[src/rtl/rstseq_pkg.sv]
package rstseq_pkg;
    typedef enum logic [1:0] {
        ST_OFF  = 2'd0,
        ST_SLOW = 2'd1,
        ST_HOLD = 2'd2,
        ST_RUN  = 2'd3
    } seq_state_t;
endpackage

[src/rtl/rstseq_sync.sv]
module rstseq_sync (
    input  logic clk,
    input  logic rst_n,
    input  logic d,
    output logic q
);
    logic meta;

    always_ff @(posedge clk or negedge rst_n) begin
        if (!rst_n) begin
            meta <= 1'b0;
            q    <= 1'b0;
        end else begin
            meta <= d;
            q    <= meta;
        end
    end
endmodule

[src/rtl/rstseq_filter.sv]
module rstseq_filter #(
    parameter int FILT_CYC = 4
) (
    input  logic clk,
    input  logic rst_n,
    input  logic d,
    output logic rise
);
    localparam int CW = $clog2(FILT_CYC + 1);

    logic          lvl;
    logic [CW-1:0] cnt;

    // Level changes only after FILT_CYC consecutive samples differ from it.
    always_ff @(posedge clk or negedge rst_n) begin
        if (!rst_n) begin
            lvl  <= 1'b0;
            cnt  <= '0;
            rise <= 1'b0;
        end else begin
            rise <= 1'b0;
            if (d == lvl) begin
                cnt <= '0;
            end else if (cnt == CW'(FILT_CYC - 1)) begin
                lvl  <= d;
                cnt  <= '0;
                rise <= d;
            end else begin
                cnt <= cnt + 1'b1;
            end
        end
    end
endmodule

[src/rtl/rstseq_fsm.sv]
module rstseq_fsm
    import rstseq_pkg::*;
#(
    parameter int          DLY_TICKS  = 64,
    parameter int          HOLD_CLKS  = 18,
    parameter logic [15:0] START_ADDR = 16'h000C
) (
    input  logic        clk,
    input  logic        rst_n,
    input  logic        trig,
    input  logic        warm_src,
    input  logic        tick,
    output logic        chip_reset,
    output logic [15:0] reset_vector,
    output logic        warm_reset
);
    localparam int CMAX = (DLY_TICKS > HOLD_CLKS) ? DLY_TICKS : HOLD_CLKS;
    localparam int CW   = $clog2(CMAX + 1);

    seq_state_t    state, nxt;
    logic [CW-1:0] cnt;
    logic          warm_q;

    // Next-state decision: START overrides every state.
    always_comb begin
        nxt = state;
        if (trig) begin
            nxt = ST_SLOW;
        end else begin
            unique case (state)
                ST_OFF:  nxt = ST_OFF;
                ST_SLOW: if (tick && cnt == CW'(DLY_TICKS - 1)) nxt = ST_HOLD;
                ST_HOLD: if (cnt == CW'(HOLD_CLKS - 1))        nxt = ST_RUN;
                ST_RUN:  nxt = ST_RUN;
            endcase
        end
    end

    // State register with its stage counter and warm marker.
    always_ff @(posedge clk or negedge rst_n) begin
        if (!rst_n) begin
            state  <= ST_OFF;
            cnt    <= '0;
            warm_q <= 1'b0;
        end else begin
            state <= nxt;
            if (trig)
                warm_q <= warm_src;
            if (trig || nxt != state)
                cnt <= '0;
            else if ((state == ST_SLOW && tick) || state == ST_HOLD)
                cnt <= cnt + 1'b1;
        end
    end

    // Outputs decoded from the state.
    always_comb begin
        chip_reset   = (state != ST_RUN);
        reset_vector = (state == ST_RUN) ? START_ADDR : 16'h0000;
        warm_reset   = warm_q;
    end
endmodule

[src/rtl/rst_sequencer.sv]
module rst_sequencer #(
    parameter int          DLY_TICKS  = 64,
    parameter int          HOLD_CLKS  = 18,
    parameter int          FILT_CYC   = 4,
    parameter logic [15:0] START_ADDR = 16'h000C
) (
    input  logic        clk,
    input  logic        pwr_good,
    input  logic        osc_tick,
    input  logic        wake_pin,
    input  logic        wdt_run_to,
    input  logic        wdt_halt_to,
    input  logic        wdt_stop_to,
    output logic        chip_reset,
    output logic [15:0] reset_vector,
    output logic        warm_reset
);
    logic pg_sync, pg_d, pg_rise;
    logic wake_sync, wake_go;
    logic cold_trig, trig;

    rstseq_sync u_pg_sync (
        .clk   (clk),
        .rst_n (pwr_good),
        .d     (1'b1),
        .q     (pg_sync)
    );

    always_ff @(posedge clk or negedge pwr_good) begin
        if (!pwr_good) pg_d <= 1'b0;
        else           pg_d <= pg_sync;
    end
    assign pg_rise = pg_sync & ~pg_d;

    rstseq_sync u_wake_sync (
        .clk   (clk),
        .rst_n (pwr_good),
        .d     (wake_pin),
        .q     (wake_sync)
    );

    rstseq_filter #(.FILT_CYC(FILT_CYC)) u_wake_filt (
        .clk   (clk),
        .rst_n (pwr_good),
        .d     (wake_sync),
        .rise  (wake_go)
    );

    assign cold_trig = pg_rise | wdt_run_to | wdt_halt_to | wdt_stop_to;
    assign trig      = cold_trig | wake_go;

    rstseq_fsm #(
        .DLY_TICKS  (DLY_TICKS),
        .HOLD_CLKS  (HOLD_CLKS),
        .START_ADDR (START_ADDR)
    ) u_fsm (
        .clk          (clk),
        .rst_n        (pwr_good),
        .trig         (trig),
        .warm_src     (wake_go & ~cold_trig),
        .tick         (osc_tick),
        .chip_reset   (chip_reset),
        .reset_vector (reset_vector),
        .warm_reset   (warm_reset)
    );
endmodule

[config.mk]
export PLATFORM = sky130hd
export DESIGN_NAME = rst_sequencer
export DESIGN_NICKNAME = d
export VERILOG_FILES = /design/src/rtl/rstseq_pkg.sv /design/src/rtl/rstseq_sync.sv /design/src/rtl/rstseq_filter.sv /design/src/rtl/rstseq_fsm.sv /design/src/rtl/rst_sequencer.sv
export SDC_FILE = /design/constraint.sdc
export NUM_CORES = 1
export LEC_CHECK = 0
export CAP_MARGIN = 5
export CORE_MARGIN = 1
export CORE_UTILIZATION = 40
export DETAILED_ROUTE_END_ITERATION = 10
export PLACE_DENSITY_LB_ADDON = 0.1
export SYNTH_ARGS = -nofsm -noshare
export SYNTH_HDL_FRONTEND = slang
export SYNTH_HIERARCHICAL = 1
export SYNTH_SLANG_ARGS = --single-unit
[constraint.sdc]
create_clock -name clk -period 2.1 [get_ports clk]
set_input_delay 0.525 -clock clk [delete_from_list [all_inputs] [get_ports clk]]
set_output_delay 0.525 -clock clk [all_outputs]
set_load 0.01 [all_outputs]
# == Word-level counts from Yosys, hierarchy flattened ==
# Index checks and enable logic that the tools add are counted.
# word_totals
elab_cells,49
in_bits,7
output_inout_bits,18
ff_bits,20
# classes
eq_ne,9
add_sub_neg,2
n_reduce_logical,7
bitwise_logic,9
mux,11
# op_table
cell,count
two-way mux 7 bit,2
one-hot mux 2 bit (4 select lines),1
"adder 7 x 1 -> 7 bit, second input constant",1
"equality test 7 x 5 -> 1 bit, second input constant",1
"equality test 7 x 6 -> 1 bit, second input constant",1
two-way mux 2 bit,3
two-way mux 3 bit,2
"equality test 2 bit, second input constant",2
two-way mux 4 bit,1
bitwise OR 1 bit,4
"adder 3 x 1 -> 3 bit, second input constant",1
"equality test 3 x 2 -> 1 bit, second input constant",1
NOT 1 bit,3
bitwise AND 1 bit,2
"equality test 2 x 1 -> 1 bit, second input constant",1
logical AND 1 bit,2
zero test 2 bit,1
logical OR 1 bit,2
two-way mux 1 bit,2
!= test 2 bit,1
"!= test 2 bit, second input constant",1
AND reduction 2 bit,1
nonzero test 2 bit,1
equality test 1 bit,1

# == Logic depth before layout (Yosys ltp) ==
# depth
word_depth,10
depth_mapped,6
ltp_nobuf,6

# == By module ==
# Netlist, hierarchy kept.
# modules_own_cells
module,seq_area_each_um2,area_each_um2,n_inst,cells_each
rstseq_fsm,250.2,664.4,1,70
rstseq_filter,125.1,206.4,1,13
rstseq_sync,50.0,50.0,2,2
rst_sequencer,25.0,57.6,1,6

# == Worst setup path before layout ==
# Ideal clock, no wire load.
# synth_path
kind,input-to-reg
from,input port wdt_halt_to
to,register u_fsm.cnt[1]
arrival_time_ps,1713
slack_ps,293
setup_time_ps,94
path_stages,4
t_required_ps,2006
path_buffers,0
path_cell_list,or2_1 -> or4_1 -> a211o_1 -> a211oi_1
# synth_via
elab_chain_len,7
word_cells_on_any_way,8
cone_classes,eq/ne: 1; mux: 2; bitwise: 3; reduce/logical: 2
# synth_rtl
item,line,text
start: declaration,rst_sequencer.sv:12,"input logic wdt_halt_to,"
bitwise OR 1 bit * (2 in a row),rst_sequencer.sv:49,assign cold_trig = pg_rise | wdt_run_to | wdt_halt_to | wdt_stop_to;
bitwise OR 1 bit *,rst_sequencer.sv:50,assign trig = cold_trig | wake_go;
named net trig,rst_sequencer.sv:20,"logic cold_trig, trig;"
two-way mux 2 bit,rstseq_fsm.sv:27,if (trig) begin
!= test 2 bit,rstseq_fsm.sv:49,if (trig || nxt != state)
logical OR 1 bit *,rstseq_fsm.sv:49,
two-way mux 7 bit / nonzero test 2 bit (equally long branches),n/a,
end signal: assignment,rstseq_fsm.sv:52,cnt <= cnt + 1'b1;
end: declaration,rstseq_fsm.sv:21,logic [CW-1:0] cnt;
# Mark *: on every way through the listed nets, which the timed path passes. The rest lies on a longest branch.
# A chain may end at the register's enable or synchronous reset.

# == Worst setup path after layout ==
# layout_path
from,register u_fsm.state[1]
to,output port reset_vector[2]
# layout_via
elab_chain_len,2
# layout_rtl
item,line,text
start: declaration,rstseq_fsm.sv:20,"seq_state_t state, nxt;"
start signal: assignment,rstseq_fsm.sv:46,state <= nxt;
equality test 2 bit,rstseq_fsm.sv:59,reset_vector = (state == ST_RUN) ? START_ADDR : 16'h0000;
two-way mux 4 bit,rstseq_fsm.sv:59,
end: declaration,rst_sequencer.sv:15,"output logic [15:0] reset_vector,"
# Every way passes these cells.

==> results.py <==
metrics = {
    "run_status": {
        "status": "finished, final reports clean",
    },
    "layout": {
        "n_antenna_cell": 0,
        "layout-drive-gt1-share": 0.121,
        "syn_to_final_growth_pct": 12.2,
        "final_cells": 137,
        "nets": 118,
    },
    "global_routing": {
        "antenna_found_initial": 0,
        "track_usage": 0.135,
        "grt_max_degree": 21,
        "grt_pass1_vias": 606,
        "gr-total-overflow": 0,
        "grt_pass1_wl_um": 2570,
    },
    "setup_path": {
        "critPathLaunchType": "flop",
        "r2r_setup_slack_ns": 0.40,
        "crit_chain": "nand2_1 -> inv_1 -> clkdlybuf4s50_1",
        "reg2reg_to": "u_fsm/cnt[1]",
        "cp.required_ns": 1.57,
        "reg2reg_depth": 4,
        "critPathArrivalTime_ns": 1.45,
        "crit_type": "flop to output port",
        "r2r-start": "u_pg_sync/q",
        "cp_max_fo": 7,
        "crit_path_end_kind": "output port",
        "worst_path_largest_cell_delay_ns": 0.53,
        "critical-path-slowest-cell": "clkdlybuf4s50_1",
    },
    "route": {
        "detail_route.vias_per_cell": 4.74,
        "vias": 650,
        "post_drt_wl_per_cell_um": 10.8,
        "wirelength_um": 1480,
        "final_antenna_net_count": 0,
        "drcViolationCount": 0,
        "firstDrtPassIters": 4,
        "drt-initial-drc-count": 10,
    },
    "clock_tree": {
        "cts.repair.resized": 0,
        "postCtsSetupRepairBufs": 0,
        "numCtsBuffers": 3,
        "cts_root_buffer": "clkbuf_4",
        "insertion_delay_ns": 0.30,
        "clock_sinks": 20,
        "ctsHoldBuffers": 0,
        "cts_tree": "built",
        "clk_pin_slew_ns": 0.11,
        "cts.htree.levels": 1,
        "cts_buffer_depth": 2,
    },
    "synthesis": {
        "synth_xor_area_frac": 0.0596,
        "synth.distinct_cells": 32,
        "synthSimpleGateAreaFrac": 0.201,
        "synthAdderAreaFrac": 0.0365,
        "synth_top_area_frac": 0.487,
        "synth_area_um2": 1030,
        "yosys_warnings": 6,
        "yosys-top-cells-area": "dfrtp_1, buf_4, xnor2_1, ha_1, nor2_1",
        "ys_seq_area_frac": 0.487,
        "synth-seq-cells": 20,
        "synth_top_cell_by_area": "dfrtp_1",
        "postSynthAreaPerCell_um2": 11.1,
        "syn_inst": 93,
        "synth_top_family_by_area": "simple AND/OR/NAND/NOR gates",
        "synth.area.mux_share": 0.0219,
        "synth_compound_area_frac": 0.0633,
    },
    "timing": {
        "period_needed_ns": 1.98,
        "hold_viol": 0,
        "tns_ns": 0,
        "final.setup_skew_ns": 0.0105,
        "fin_hold_ws_ns": 0.358,
        "setup_viol": 0,
        "postLayoutSetupSlackWorst_ns": 0.122,
        "rsz0062_at_grt": "no",
        "period_share": 0.942,
        "clock.fmax_mhz": 506,
        "slew_viol_final": 0,
    },
    "power_and_ir_drop": {
        "powerDensity_nw_per_um2": 665,
        "ir_drop_mv": 0.367,
        "cellLeakagePower_nw": 0.514,
    },
    "floorplanning": {
        "core-area_um2": 2450,
        "initial_core_util": 0.419,
        "die_y_um": 52.7,
        "chipWidth_um": 52.7,
        "io_pins": 25,
        "dieArea_um2": 2780,
        "fp-row-count": 18,
    },
    "hold_path": {
        "hold_start": "u_pg_sync/meta",
        "hold_class": "flop to flop",
        "hold_depth": 0,
        "min_to": "u_pg_sync/q",
    },
    "placement": {
        "globalplace.congestion": 0.797,
        "dp.cells": 133,
        "hpwl_um": 1120,
        "place_ws_ns": -0.188,
        "portBuffers": 10,
    },
    "flow_run": {
        "maxCapViolations": 0,
    },
}
==> kinds of logic (layout without fill, tap and decap cells) <==
group | count (synthesis) | in the layout
flip-flops | 20 | 20
XOR/XNOR | 7 | 7
AO/OA/AOI/OAI | 9 | 9
adder cells (fa/ha/maj) | 3 | 3
other | 2 | 15
AND/OR/NAND/NOR | 31 | 31
multiplexers | 2 | 2
buffers and inverters | 19 | 20
==> sequential cells by signal (all words and copies together) (netlist names) <==
register and flops:
pg_d 1, u_wake_filt/rise 1, u_pg_sync/q 1, u_wake_sync/q 1, u_fsm/warm_reset 1, u_fsm/state 2
u_pg_sync/meta 1, u_wake_sync/meta 1, u_wake_filt/cnt 3, u_fsm/cnt 7, u_wake_filt/lvl 1
==> layout by cell type (no fill, tap or decap), types with 2 or more instances in the layout <==
cell type	instances
inv_1	4
conb_1	15
buf_4	2
nor3_1	2
nor2_1	8
a211oi_1	3
clkdlybuf4s50_1	10
xnor2_1	7
a21oi_1	2
nand3_1	2
nand2b_1	2
mux2_2	2
clkbuf_4	3
ha_1	3
dfrtp_1	20
nand2_1	3
==> per-stage QoR <==
step / utilization / power [mW] / instance area [um^2]
after global placement: 0.455 / 0.554 / 1120
after detailed placement: 0.455 / 0.561 / 1120
after global routing: 0.470 / 0.818 / 1150
final: 0.470 / 0.767 / 1150
after floorplan: - / 0.541 / 1080
after CTS: 0.470 / 0.786 / 1150
==> cell type report <==
cell class              count  area [um^2]
fillers                   241         1300
flip-flops and latches     20          500
multi-input cells          67          449
repair buffers             12          115
well taps                  30         37.5
clock buffers               4         36.3
inverters                   4         15.0
==> power breakdown <==
group	internal, mW	switching (mW)
sequential	0.417	0.0163
combinational	0.0602	0.0563
clock	0.106	0.111
==> cells in the mapped netlist <==
cell type,instances
nor3b_1,1
nor2b_1,1
conb_1,2
nor3_1,2
nor4b_1,1
nand3b_1,1
nor2_1,8
or4_1,1
or4b_4,1
o21ba_1,1
and3b_2,1
ha_1,3
xnor2_1,7
a211o_1,1
o22ai_1,1
a21boi_0,1
inv_1,4
a211oi_1,3
nand4b_1,1
nand2_1,3
nor3b_2,1
nor2b_4,1
nand2b_1,2
nand3_1,2
nor4_1,1
buf_4,15
mux2_2,2
dfrtp_1,20
nand4bb_1,1
a21oi_1,2
nand4_2,1
or2_1,1
==> how the worst max path moves through the flow <==
stage              startpoint               to  slack (ns)  cells past startpoint
2_1_floorplan     wdt_halt_to     u_fsm/cnt[1]        0.29                      4
3_3_place_gp      wdt_halt_to     u_fsm/cnt[1]       -0.13                      5
3_5_place_dp      wdt_halt_to     u_fsm/cnt[1]       -0.19                      5
4_1_cts        u_fsm/state[1]  reset_vector[2]        0.09                      3
5_1_grt        u_fsm/state[1]  reset_vector[2]        0.01                      3
6_report       u_fsm/state[1]  reset_vector[2]        0.12                      3
==> critical path, delay by kind of cell (launching register included) <==
| kind | cells | cell delay (ns) |
|---|---|---|
| buf+inv | 2 | 0.60 |
| flops | 1 | 0.46 |
| simple gates | 1 | 0.10 |
==> layer usage <==
| layer | GRT usage | wire length [um] |
|---|---|---|
| met5 | 0 | 0 |
| met4 | 0.0921 | 34 |
| met3 | 0.0348 | 75 |
| met2 | 0.207 | 692 |
| met1 | 0.164 | 682 |
No activity file was read; power rests on OpenSTA's default activity.
